==> config.mk <==
export PLATFORM = sky130hd
export DESIGN_NAME = gpio_mp_port
export DESIGN_NICKNAME = d
export VERILOG_FILES = /design/src/rtl/gpio_mp_pkg.sv /design/src/rtl/gpio_mp_sync.sv /design/src/rtl/gpio_mp_sense.sv /design/src/rtl/gpio_mp_regs.sv /design/src/rtl/gpio_mp_port.sv
export SDC_FILE = /design/constraint.sdc
export NUM_CORES = 1
export LEC_CHECK = 0
export BUFFER_PORTS_ARGS = -buffer_cell sky130_fd_sc_hd__buf_2
export CAP_MARGIN = 10
export CORE_AREA = 2 2 97 99
export CTS_CLUSTER_DIAMETER = 30
export DETAILED_ROUTE_END_ITERATION = 7
export DIE_AREA = 0 0 99 101
export PLACE_DENSITY_LB_ADDON = 0.25
export SLEW_MARGIN = 20
export SYNTH_ARGS = -nofsm -noshare
export SYNTH_HDL_FRONTEND = slang
export SYNTH_HIERARCHICAL = 1
export SYNTH_SLANG_ARGS = --single-unit
==> constraint.sdc <==
create_clock -name clk -period 2.9 [get_ports clk]
set_clock_uncertainty 0.05 [all_clocks]
set_input_delay 0.58 -clock clk [delete_from_list [all_inputs] [get_ports clk]]
set_output_delay 0.58 -clock clk [all_outputs]
set_load 0.01 [all_outputs]
==> src/rtl/gpio_mp_pkg.sv <==
package gpio_mp_pkg;

  localparam int SENSE_W = 3;

  typedef enum logic [SENSE_W-1:0] {
    SENSE_BOTH = 3'b000,
    SENSE_RISE = 3'b001,
    SENSE_FALL = 3'b010,
    SENSE_LOW  = 3'b011,
    SENSE_RSV4 = 3'b100,
    SENSE_RSV5 = 3'b101,
    SENSE_RSV6 = 3'b110,
    SENSE_OFF  = 3'b111
  } sense_e;

  // register addresses
  localparam int REG_IN        = 0;
  localparam int REG_MASK      = 1;
  localparam int REG_INTEN     = 2;
  localparam int REG_FLAGS     = 3;
  localparam int REG_CTRL_BASE = 8;

endpackage

==> src/rtl/gpio_mp_sync.sv <==
module gpio_mp_sync #(
  parameter int WIDTH  = 8,
  parameter int STAGES = 2
) (
  input  logic             clk,
  input  logic             rst,
  input  logic [WIDTH-1:0] async_i,
  output logic [WIDTH-1:0] sync_o
);

  logic [WIDTH-1:0] stage_q [STAGES];

  always_ff @(posedge clk) begin
    if (rst) begin
      for (int k = 0; k < STAGES; k++) stage_q[k] <= '0;
    end else begin
      stage_q[0] <= async_i;
      for (int k = 1; k < STAGES; k++) stage_q[k] <= stage_q[k-1];
    end
  end

  assign sync_o = stage_q[STAGES-1];

endmodule

==> src/rtl/gpio_mp_sense.sv <==
module gpio_mp_sense
  import gpio_mp_pkg::*;
(
  input  logic               clk,
  input  logic               rst,
  input  logic               sync_i,
  input  logic [SENSE_W-1:0] mode_i,
  output logic               pin_val_o,
  output logic               hit_o,
  output logic               evt_o
);

  logic hist_q;
  logic evt_q;
  logic eff;
  logic rise;
  logic fall;
  logic evt_c;
  logic hit_c;

  // the off code blanks the pin for both reading and sensing
  assign eff  = (mode_i == SENSE_OFF) ? 1'b0 : sync_i;
  assign rise = eff & ~hist_q;
  assign fall = ~eff & hist_q;

  always_comb begin
    evt_c = 1'b0;
    hit_c = 1'b0;
    case (mode_i)
      SENSE_BOTH: begin evt_c = rise | fall; hit_c = rise | fall; end
      SENSE_RISE: begin evt_c = rise;        hit_c = rise;        end
      SENSE_FALL: begin evt_c = fall;        hit_c = fall;        end
      SENSE_LOW:  begin evt_c = eff;         hit_c = ~eff;        end
      default:    begin evt_c = 1'b0;        hit_c = 1'b0;        end
    endcase
  end

  always_ff @(posedge clk) begin
    if (rst) begin
      hist_q <= 1'b0;
      evt_q  <= 1'b0;
    end else begin
      hist_q <= eff;
      evt_q  <= evt_c;
    end
  end

  assign pin_val_o = eff;
  assign hit_o     = hit_c;
  assign evt_o     = evt_q;

  a_r5_rise_fires: assert property (@(posedge clk) disable iff (rst)
    (mode_i == SENSE_RISE && sync_i && !hist_q) |=> evt_q)
    else $error("R5 rising edge without event");

  a_r6_fall_ignores_rise: assert property (@(posedge clk) disable iff (rst)
    (mode_i == SENSE_FALL && sync_i && !hist_q) |=> !evt_q)
    else $error("R6 falling mode reacted to rise");

  a_r9_off_silent: assert property (@(posedge clk) disable iff (rst)
    (mode_i == SENSE_OFF) |=> !evt_q)
    else $error("R9 event from disabled pin");

  a_r10_reserved_silent: assert property (@(posedge clk) disable iff (rst)
    (mode_i[2] && mode_i != SENSE_OFF) |=> !evt_q)
    else $error("R10 event from reserved code");

endmodule

==> src/rtl/gpio_mp_regs.sv <==
module gpio_mp_regs
  import gpio_mp_pkg::*;
#(
  parameter int NUM_PINS = 8,
  parameter int DATA_W   = 8,
  parameter int ADDR_W   = 5
) (
  input  logic                               clk,
  input  logic                               rst,
  input  logic [ADDR_W-1:0]                  addr_i,
  input  logic [DATA_W-1:0]                  wdata_i,
  input  logic                               we_i,
  input  logic [NUM_PINS-1:0]                in_val_i,
  input  logic [NUM_PINS-1:0]                hit_i,
  output logic [NUM_PINS-1:0][SENSE_W-1:0]   ctrl_o,
  output logic [DATA_W-1:0]                  rdata_o,
  output logic                               irq_o
);

  localparam logic [ADDR_W-1:0] A_IN       = ADDR_W'(REG_IN);
  localparam logic [ADDR_W-1:0] A_MASK     = ADDR_W'(REG_MASK);
  localparam logic [ADDR_W-1:0] A_INTEN    = ADDR_W'(REG_INTEN);
  localparam logic [ADDR_W-1:0] A_FLAGS    = ADDR_W'(REG_FLAGS);
  localparam logic [ADDR_W-1:0] A_CTRL     = ADDR_W'(REG_CTRL_BASE);
  localparam logic [ADDR_W-1:0] A_CTRL_END = ADDR_W'(REG_CTRL_BASE + NUM_PINS);

  logic [NUM_PINS-1:0][SENSE_W-1:0] ctrl_q;
  logic [NUM_PINS-1:0] mask_q;
  logic [NUM_PINS-1:0] inten_q;
  logic [NUM_PINS-1:0] flag_q;
  logic [NUM_PINS-1:0] clr;
  logic [DATA_W-1:0]   rdata_q;
  logic [DATA_W-1:0]   rd_c;
  logic [ADDR_W-1:0]   ctrl_off;
  logic                in_ctrl;
  logic                ctrl_wr;
  logic                irq_q;

  assign ctrl_off = addr_i - A_CTRL;
  assign in_ctrl  = (addr_i >= A_CTRL) && (addr_i < A_CTRL_END);
  assign ctrl_wr  = we_i && in_ctrl;
  assign clr      = (we_i && addr_i == A_FLAGS) ? wdata_i[NUM_PINS-1:0] : '0;

  // one control write fans out to the addressed pin and the masked pins
  for (genvar i = 0; i < NUM_PINS; i++) begin : g_ctrl
    always_ff @(posedge clk) begin
      if (rst)
        ctrl_q[i] <= '0;
      else if (ctrl_wr && (mask_q[i] || ctrl_off == ADDR_W'(i)))
        ctrl_q[i] <= wdata_i[SENSE_W-1:0];
    end

    a_r3_broadcast: assert property (@(posedge clk) disable iff (rst)
      (ctrl_wr && mask_q[i]) |=> (ctrl_q[i] == $past(wdata_i[SENSE_W-1:0])))
      else $error("R3 masked pin missed broadcast");

    a_r11_flag_sticky: assert property (@(posedge clk) disable iff (rst)
      (flag_q[i] && !clr[i]) |=> flag_q[i])
      else $error("R11 flag dropped without clear");

    a_r11_flag_clears: assert property (@(posedge clk) disable iff (rst)
      (clr[i] && !hit_i[i]) |=> !flag_q[i])
      else $error("R11 flag survived clear");
  end

  always_ff @(posedge clk) begin
    if (rst) begin
      mask_q  <= '0;
      inten_q <= '0;
      flag_q  <= '0;
      irq_q   <= 1'b0;
    end else begin
      if (ctrl_wr)
        mask_q <= '0;
      else if (we_i && addr_i == A_MASK)
        mask_q <= wdata_i[NUM_PINS-1:0];
      if (we_i && addr_i == A_INTEN)
        inten_q <= wdata_i[NUM_PINS-1:0];
      flag_q <= (flag_q & ~clr) | hit_i;
      irq_q  <= |(flag_q & inten_q);
    end
  end

  always_comb begin
    rd_c = '0;
    if (in_ctrl) begin
      for (int i = 0; i < NUM_PINS; i++)
        if (ctrl_off == ADDR_W'(i)) rd_c = DATA_W'(ctrl_q[i]);
    end else begin
      case (addr_i)
        A_IN:    rd_c = DATA_W'(in_val_i);
        A_MASK:  rd_c = DATA_W'(mask_q);
        A_INTEN: rd_c = DATA_W'(inten_q);
        A_FLAGS: rd_c = DATA_W'(flag_q);
        default: rd_c = '0;
      endcase
    end
  end

  always_ff @(posedge clk) begin
    if (rst) rdata_q <= '0;
    else     rdata_q <= rd_c;
  end

  assign ctrl_o  = ctrl_q;
  assign rdata_o = rdata_q;
  assign irq_o   = irq_q;

  a_r4_mask_clears: assert property (@(posedge clk) disable iff (rst)
    ctrl_wr |=> (mask_q == '0))
    else $error("R4 mask not cleared");

  a_r12_irq_needs_enable: assert property (@(posedge clk) disable iff (rst)
    (inten_q == '0) |=> !irq_q)
    else $error("R12 irq with no enable");

endmodule

==> src/rtl/gpio_mp_port.sv <==
module gpio_mp_port
  import gpio_mp_pkg::*;
#(
  parameter int NUM_PINS    = 8,
  parameter int DATA_W      = 8,
  parameter int ADDR_W      = 5,
  parameter int SYNC_STAGES = 2
) (
  input  logic                clk,
  input  logic                rst,
  input  logic [ADDR_W-1:0]   bus_addr,
  input  logic [DATA_W-1:0]   bus_wdata,
  input  logic                bus_we,
  output logic [DATA_W-1:0]   bus_rdata,
  input  logic [NUM_PINS-1:0] pin_in,
  output logic [NUM_PINS-1:0] pin_event,
  output logic                irq
);

  logic [NUM_PINS-1:0]              sync_val;
  logic [NUM_PINS-1:0]              in_val;
  logic [NUM_PINS-1:0]              hit;
  logic [NUM_PINS-1:0][SENSE_W-1:0] ctrl;

  gpio_mp_sync #(
    .WIDTH  (NUM_PINS),
    .STAGES (SYNC_STAGES)
  ) u_sync (
    .clk     (clk),
    .rst     (rst),
    .async_i (pin_in),
    .sync_o  (sync_val)
  );

  for (genvar i = 0; i < NUM_PINS; i++) begin : g_pin
    gpio_mp_sense u_sense (
      .clk       (clk),
      .rst       (rst),
      .sync_i    (sync_val[i]),
      .mode_i    (ctrl[i]),
      .pin_val_o (in_val[i]),
      .hit_o     (hit[i]),
      .evt_o     (pin_event[i])
    );
  end

  gpio_mp_regs #(
    .NUM_PINS (NUM_PINS),
    .DATA_W   (DATA_W),
    .ADDR_W   (ADDR_W)
  ) u_regs (
    .clk      (clk),
    .rst      (rst),
    .addr_i   (bus_addr),
    .wdata_i  (bus_wdata),
    .we_i     (bus_we),
    .in_val_i (in_val),
    .hit_i    (hit),
    .ctrl_o   (ctrl),
    .rdata_o  (bus_rdata),
    .irq_o    (irq)
  );

endmodule

Word level (Yosys, flattened, before mapping)

Memories as Yosys holds them, arrays and structs flattened.
Cells that the tools add are included.

Add/sub/neg operators: 1
Magnitude comparators: 2
Equal/unequal tests: 42
Multiplexer cells: 40
Bitwise logic cells: 46
Reduce and logical (&&, ||, !) cells: 33

Operators by type and width:

| cell                                                                                | number |
|---|---|
| 1-bit one-hot mux with 4 select lines                                               | 16 |
| 3-bit by 2-bit equality test with 1-bit output, second input constant               | 16 |
| 8-bit two-way mux                                                                   | 4 |
| 8-bit one-hot mux with 4 select lines                                               | 1 |
| 3-bit by 1-bit equality test with 1-bit output, second input constant               | 8 |
| 3-bit equality test, second input constant                                          | 8 |
| 3-bit zero test                                                                     | 8 |
| 3-bit two-way mux                                                                   | 8 |
| 5-bit by 2-bit equality test with 1-bit output, second input constant               | 4 |
| 5-bit by 3-bit equality test with 1-bit output, second input constant               | 4 |
| 1-bit bitwise AND                                                                   | 16 |
| 8-bit bitwise AND                                                                   | 2 |
| 1-bit inverter                                                                      | 16 |
| 1-bit logical AND                                                                   | 13 |
| 1-bit two-way mux                                                                   | 11 |
| 5-bit by 1-bit equality test with 1-bit output, second input constant               | 2 |
| 5-bit zero test                                                                     | 2 |
| 1-bit bitwise OR                                                                    | 10 |
| 1-bit logical OR                                                                    | 8 |
| 8-bit inverter                                                                      | 1 |
| 8-bit bitwise OR                                                                    | 1 |
| 8-bit OR reduction                                                                  | 1 |
| 5-bit by 4-bit greater-or-equal comparator with 1-bit output, second input constant | 1 |
| 5-bit less-than comparator, second input constant                                   | 1 |
| other kinds (2)                                                                     | 2 |

Register bits: 73
Memory bits (writable): 16
Bits of input ports: 24
Output and inout bits: 17
Word-level logic and storage cells: 194
Memories: 1

Memories:

| memory         | depth | bits a word | rd ports | clocked after Yosys merged registers in | wr ports | line               | source |
|---|---|---|---|---|---|---|---|
| u_sync.stage_q | 2     | 8           | 2        | 0                                       | 2        | gpio_mp_sync.sv:11 | `logic [WIDTH-1:0] stage_q [STAGES];` |

Longest topological paths before layout

Gate-level depths: netlist (run 1).

Word-level depth: 11
Gate-level depth with buffers: 9
Mapped depth without buffers: 9

Hierarchy

The synthesis (run 1) kept the hierarchy.

Modules (own cells, without submodules):

| module                                | instances | cells each | area each (um^2) | seq. area each (um^2) |
|---|---|---|---|---|
| gpio_mp_regs                          | 1         | 288        | 2650.0           | 1141.1 |
| gpio_mp_sense at g_pin[3].u_sense ... | 5         | 19         | 147.6            | 40.0 |
| gpio_mp_sync                          | 1         | 41         | 524.3            | 320.3 |
| gpio_mp_sense at g_pin[0].u_sense ... | 3         | 18         | 155.1            | 40.0 |

Worst setup path before layout (run 1)

No wires, ideal clock.

Path type: input port to flip-flop
Start: input port bus_addr[0]
End: register u_regs.ctrl_q (netlist bit u_regs/ctrl_o[10])
Setup time: 0.128 ns
Arrival time: 2.067 ns
Data required time: 2.722 ns
Path slack: 0.655 ns
Cell stages on the path: 6
Path buffers: 1
Cells stage by stage: buf_6 -> or4b_4 -> a211o_4 -> o21ba_4 -> mux2i_1 -> nor2_1

Longest elaborated chain between the ends: 4
Elaborated cells on any way between the ends: 8
Classes of those cells: add/sub (1); order compare (2); eq/ne (1); reduce/logical (4)

RTL lines:

| element                                                                                    | line                                   | source |
|---|---|---|
| from (decl)                                                                                | gpio_mp_port.sv:11                     | `input logic [ADDR_W-1:0] bus_addr,` |
| 5-bit by 4-bit subtractor with 5-bit output (tied with other cells)                        | gpio_mp_regs.sv:39                     | `assign ctrl_off = addr_i - A_CTRL;` |
| 5-bit by 2-bit equality test with 1-bit output / 1-bit logical AND (equally long branches) | gpio_mp_regs.sv:49, gpio_mp_regs.sv:40 |  |
| 1-bit logical OR / 1-bit logical AND (equally long branches)                               | gpio_mp_regs.sv:49, gpio_mp_regs.sv:41 |  |
| 1-bit logical AND *                                                                        | gpio_mp_regs.sv:49                     | `else if (ctrl_wr && (mask_q[i] \|\| ctrl_off == ADDR_W'(i)))` |
| to (signal, indexed assignment)                                                            | gpio_mp_regs.sv:50                     | `ctrl_q[i] <= wdata_i[SENSE_W-1:0];` |
| to (decl)                                                                                  | gpio_mp_regs.sv:27                     | `logic [NUM_PINS-1:0][SENSE_W-1:0] ctrl_q;` |

Every way passes the cells marked *; elsewhere a longest branch is shown, timed or not.
A chain may end at the register's enable or synchronous reset.

Final worst setup path (run 1)

Start: input port bus_addr[4]
End: register u_regs.ctrl_q (netlist bit u_regs/ctrl_o[11])

The elaborated chain is that of the path after synthesis.

==> impl_metrics.toml, run 1 <==
[status]
outcome = "complete, no violations"

[sta]
setup_viol = 0
fmax_mhz = 438.9
worst_pin_slew_ns = 0.5176
period_minus_slack_ns = 2.278
fin_crit_sh = 0.7857
final_hold_viol_count = 0
slew_headroom = 0.6549
finalMaxSlewViolations = 0
rsz0062_at_grt = "false"
setup_tns_ns = 0

[worst_setup_path]
max_stage_delay_ns = 0.50
end_kind = "register"
cp_cell_sequence = "buf_2, inv_1, ha_1, or4b_4, a211o_4, o21ba_4, mux2i_1, nor2_1"
cp.required_ns = 3.10
critPathSlowestCell = "a211o_4"
arrival_ns = 2.47
startpoint_type = "input port"
r2r_cells = 9
reg2reg_from = "u_regs/ctrl_o[16]"
timing.rr.end = "u_regs/flag_q[5]"
critPathKind = "input port to register"
ff2ff_setup_slack_ns = 1.04
crit_path_max_fanout = 24

[clocking]
ctsResizeCount = 0
cts_buffers = 9
cts_setup_buffers = 0
path_clk_slew_ns = 0.09
hold_buffers = 0
cts_buffer_depth = 2
cts_tree = "done"
clock_sinks = 89
clock_latency_ns = 0.36
cts_max_level = 3
clockRootBuffer = "clkbuf_8"

[global_routing]
grt_util_all_layers = 0.2070
grt_pass1_wl_mm = 16.10
grt_pass1_vias = 3252
antenna_found_initial = 0
grt_remaining_overflow = 0
grt_max_degree = 55

[route]
maxUsedRoutingLayer = "met4"
route.met3.wl_um = 583
drt-wirelength-per-cell_um = 16.02
via_per_inst = 5.566
ant_nets = 0
drt-initial-drc-count = 241
firstDrtPassIters = 6
drc = 0
dr_wl_met2_mm = 4.491
routed_wl_mm = 9.963
wl_met1_mm = 4.675
num_vias = 3462

[logic_synthesis]
ys_seq_area_frac = 0.4070
synth-seq-cells = 89
synth_ff_type = "dfxtp_1"
synth_cell_types = 45
syn-num-nets = 520
ys_warn_count = 6
async_flop_share = 0
syn_avg_cell_area_um2 = 9.159
syn_inst = 478
synth_edf_count = 0
syn_area_mm2 = 0.004378

[die]
fp.dieH_um = 101
initial_core_util = 0.4877
die-area_mm2 = 0.009999
die_w_um = 99
io_pins = 41
core_mm2 = 0.008977
row_count = 35

[layout]
regArea_mm2 = 0.001782
area_growth_pct = 9.803
multi_input_area_mm2 = 0.002320
layout_commonest_cell = "dfxtp_1"
antennaDiodeCount = 0
drive_above_1_share = 0.2192
fillers = 831
fin_util = 0.5355
final_cell_mix = "dfxtp_1, nor2_1, nand2_1, buf_2, a21oi_1"
final_nets = 549

[job]
drv_cap = 0

[power_and_ir_drop]
peakVddDrop_mv = 0.2746
p_leak_nw = 1.921
p_per_area_mw_per_mm2 = 489.9

[min_path]
whs_endpoint = "u_sync/stage_q[0][7]"
hold_path.class = "input port to register"
worstHoldPathCells = 2
worstHoldStart = "pin_in[7]"

[placement]
dp.final_hpwl_mm = 7.017
io_buffers = 40
gp_congestion = 0.8753
[registers in the layout, summed over array words and instances, names as in the netlist]
| register | count |
|---|---|
| u_regs/ctrl_o | 24 |
| u_sync/stage_q | 16 |
| g_pin.u_sense/evt_o | 8 |
| g_pin.u_sense/hist_q | 8 |
| u_regs/flag_q | 8 |
| u_regs/inten_q | 8 |
| u_regs/mask_q | 8 |
| u_regs/rdata_o | 8 |
| u_regs/irq_o | 1 |
[Yosys cell counts (11+ instances only)]
cell	number	area, µm²
dfxtp_1	89	1782
nor2b_1	12	75.07
nand3_1	11	55.05
nor2_1	57	214.0
o21ai_0	29	145.1
inv_1	30	112.6
nand2_1	44	165.2
clkbuf_1	11	41.29
a21oi_1	38	190.2
mux2i_1	28	280.3
ha_1	18	225.2
[logic make-up after synthesis]
family	share of synthesized area
and+or+nand+nor	0.2003
AOI/OAI and AO/OA	0.1729
DFF	0.4070
buffers and inverters	0.06316
muxes	0.1052
adders and majority gates	0.05144
[metal layers]
layer / up-vias / GRT usage
met5: - / 0
met4: 0 / 0.09062
met3: 19 / 0.04646
met2: 126 / 0.3103
met1: 1628 / 0.2866
li1: 1689 / -
[worst max-delay path, delay by kind of cell]
kind,cells,cell delay [ns]
buffers and inverters,2,0.20
adder cells (fa/ha/maj),1,0.15
AND/OR/NAND/NOR,2,0.54
AO/OA/AOI/OAI,2,0.81
multiplexers,1,0.19
[worst max path at each step]
stage / startpoint / to / slack (ns) / depth (start not counted)
after floorplan: bus_addr[0] / u_regs/ctrl_o[10] / 0.66 / 6
after global placement: bus_addr[4] / u_regs/ctrl_o[10] / 0.33 / 8
after detailed placement: bus_addr[4] / u_regs/ctrl_o[11] / 0.26 / 8
after CTS: bus_addr[4] / u_regs/ctrl_o[11] / 0.64 / 8
after global routing: bus_addr[4] / u_regs/ctrl_o[10] / 0.55 / 8
final: bus_addr[4] / u_regs/ctrl_o[11] / 0.62 / 8
[report_power, final]
| part | internal [mW] | leakage [nW] | switching (mW) |
|---|---|---|---|
| sequential | 1.25 | 0.724 | 0.0192 |
| clock | 0.442 | 0.0957 | 0.428 |
| combinational | 0.0861 | 1.10 | 0.128 |
| total | 1.78 | 1.92 | 0.575 |
[final cells by class]
class,instances,area share
Clock inverter,2,0.007808
Clock buffer,13,0.03306
Tap cell,111,0.02889
Multi-Input combinational cell,331,0.4826
Timing Repair Buffer,46,0.05362
Inverter,30,0.02343
Sequential cell,89,0.3706
[per-stage QoR]
step / total power [mW] / instance area [µm²] / std cells / setup slack [ns] / hold slack, ns
floorplan: 1.446 / 4378 / 478 / 0.6551 / 0.3638
global placement: 1.506 / 4611 / 607 / 0.3258 / 0.3670
detailed placement: 1.512 / 4611 / 607 / 0.2551 / 0.3734
CTS: 2.371 / 4807 / 622 / 0.6425 / 0.3654
global route: 2.444 / 4807 / 622 / 0.5527 / 0.3643
finish: 2.355 / 4807 / 622 / 0.6215 / 0.3729
Power figures use the tool's default switching activity.
==> run 2, diff against run 1 <==
ABC_AREA = 1   (was not set)
CORE_AREA = 2 2 101 103   (was 2 2 97 99)
DIE_AREA = 0 0 103 105   (was 0 0 99 101)
clock period = 2.4 ns   (was 2.9 ns; I/O delays follow)
==> run 2 against run 1 <==
Setup slack got worse by 0.053 ns. Critical endpoint is now u_regs/ctrl_o[14]. Sequential power increased by 21%. Clock power increased by 46%. Flip-flop and latch count unchanged. Routed wire length increased by 13%.
==> impl_metrics.toml, run 2 <==
[route]
ant_nets = 0
via_per_inst = 5.079
drt-wirelength-per-cell_um = 13.11
num_vias = 4358
routed_wl_mm = 11.25
drt-initial-drc-count = 263
firstDrtPassIters = 5
drc = 0

[clocking]
cts_tree = "done"
clock_latency_ns = 0.37
hold_buffers = 0
cts_setup_buffers = 0
cts_max_level = 3
cts_buffers = 9
clockRootBuffer = "clkbuf_8"
path_clk_slew_ns = 0.09
cts_buffer_depth = 2
ctsResizeCount = 0
clock_sinks = 89

[global_routing]
grt_remaining_overflow = 0
grt_max_degree = 23
antenna_found_initial = 0
grt_util_all_layers = 0.2156
grt_pass1_vias = 3860
grt_pass1_wl_mm = 18.31

[die]
fp.dieH_um = 105
die_w_um = 103
io_pins = 41
die-area_mm2 = 0.01082
row_count = 36
initial_core_util = 0.4912
core_mm2 = 0.009639

[power_and_ir_drop]
p_leak_nw = 2.398
comb_power_share = 0.089
power_mw = 3.085
internal_power_mw = 2.309
p_clk_frac = 0.412
seqPwrFrac = 0.499
peakVddDrop_mv = 0.2153
power.switching_mw = 0.7757
p_per_area_mw_per_mm2 = 586.2
p_sw_frac = 0.2515

[logic_synthesis]
syn_area_mm2 = 0.004735
netlist_top_cells_area = "dfxtp_1, nor2_1, inv_1"
yosysMostFrequentCell = "nor2_1"
syn_inst = 685
synth_cell_types = 28
ys_top_cells_by_count = "nor2_1, inv_1, dfxtp_1"
synth_edf_count = 0
synth-seq-cells = 89
syn-num-nets = 727
ys_seq_area_frac = 0.3763
yosysTopAreaCellShare = 0.3763
synth_ff_type = "dfxtp_1"
syn_avg_cell_area_um2 = 6.912
synth_largest_area_cell = "dfxtp_1"
ys_warn_count = 6
async_flop_share = 0

[layout]
area_growth_pct = 11.15
fin_cells = 858
largest_register_ffs = 24
antennaDiodeCount = 0
final_cell_mix = "nor2_1, inv_1, dfxtp_1, nand2_1, buf_2"
design_area_mm2 = 0.005263
final_nets = 762
layout_commonest_cell = "nor2_1"
drive_above_1_share = 0.1752
fin_util = 0.5460

[placement]
dpl_cell_area_mm2 = 0.005014
gp_congestion = 0.8810
io_buffers = 40
dp_slack_ns = 0.2263
place_inst = 842
dp.final_hpwl_mm = 8.383

[worst_setup_path]
startpoint_type = "input port"
critPathKind = "input port to register"
arrival_ns = 2.04
cp.required_ns = 2.61
end_kind = "register"
crit_path_max_fanout = 7
ff2ff_setup_slack_ns = 0.57

[sta]
finalMaxSlewViolations = 0
slew_headroom = 0.7394
final_hold_viol_count = 0
period_minus_slack_ns = 1.831
fmax_mhz = 546.1
rsz0062_at_grt = "false"
setup_tns_ns = 0
setup_viol = 0
fin_crit_sh = 0.7629
whs_ns = 0.2571
layout_setup_ws_ns = 0.5690
worst_pin_slew_ns = 0.3880

[min_path]
hold_path.class = "input port to register"

[status]
outcome = "complete, no violations"

[job]
drv_cap = 0
==> run 2: changes by cell type after synthesis, moves of 14 or more <==
cell,before,now
inv_1,30,111
inv_2,0,14
mux2i_1,28,0
nand2_1,44,83
nand2_2,3,21
nand3_1,11,38
nor2_1,57,154
==> run 2: layout make-up <==
class                      instances  area (µm²)
inverter                         125       469.2
timing repair buffer              48       260.3
clock buffer                       9       123.9
clock inverter                     7       125.1
multi-input combinational        447        2336
sequential                        89        1782
tap                              133       166.4
fill                             965        4377
==> run 2: per-layer routing <==
metal	vias up	part of all wire	global-route usage
met5	-	0	0
met4	0	0.014	0.07425
met3	13	0.056	0.03077
met2	116	0.46	0.3391
met1	2040	0.47	0.2995
li1	2189	-	-
==> run 2: kinds of logic (layout without fill, tap and decap cells) <==
kind of cell,count (synthesis),after routing,synth area share
AND/OR/NAND/NOR,338,338,0.3232
flip-flops,89,89,0.3763
adder cells (fa/ha/maj),18,18,0.04757
buffers and inverters,149,189,0.1303
AO/OA/AOI/OAI,91,91,0.1226
==> run 2: path summary, 6_finish.rpt <==
path / cells after the start / from / end
setup / recovery: 10 / bus_addr[3] / u_regs/ctrl_o[14]
hold / removal: 3 / pin_in[2] / u_sync/stage_q[0][2]
setup reg to reg: 9 / u_regs/ctrl_o[15] / u_regs/flag_q[5]
hold reg to reg: 2 / u_sync/stage_q[0][1] / u_sync/stage_q[0][9]
==> run 2: power by group through the flow <==
stage                     Clock, mW  Sequential [mW]  Combinational, mW
after floorplan                   0             1.57              0.187
after global placement            0             1.57              0.264
after detailed placement          0             1.58              0.271
after CTS                      1.30             1.54              0.272
after global routing           1.37             1.55              0.305
final                          1.27             1.54              0.273
==> run 2: worst max-delay path, stage by stage <==
cell	delay, ns
buf_2	0.12
inv_1	0.07
ha_1	0.31
nand3_2	0.18
nor3_1	0.36
nor2_1	0.13
nor2_4	0.17
inv_2	0.06
nor2_1	0.10
nor2_1	0.06
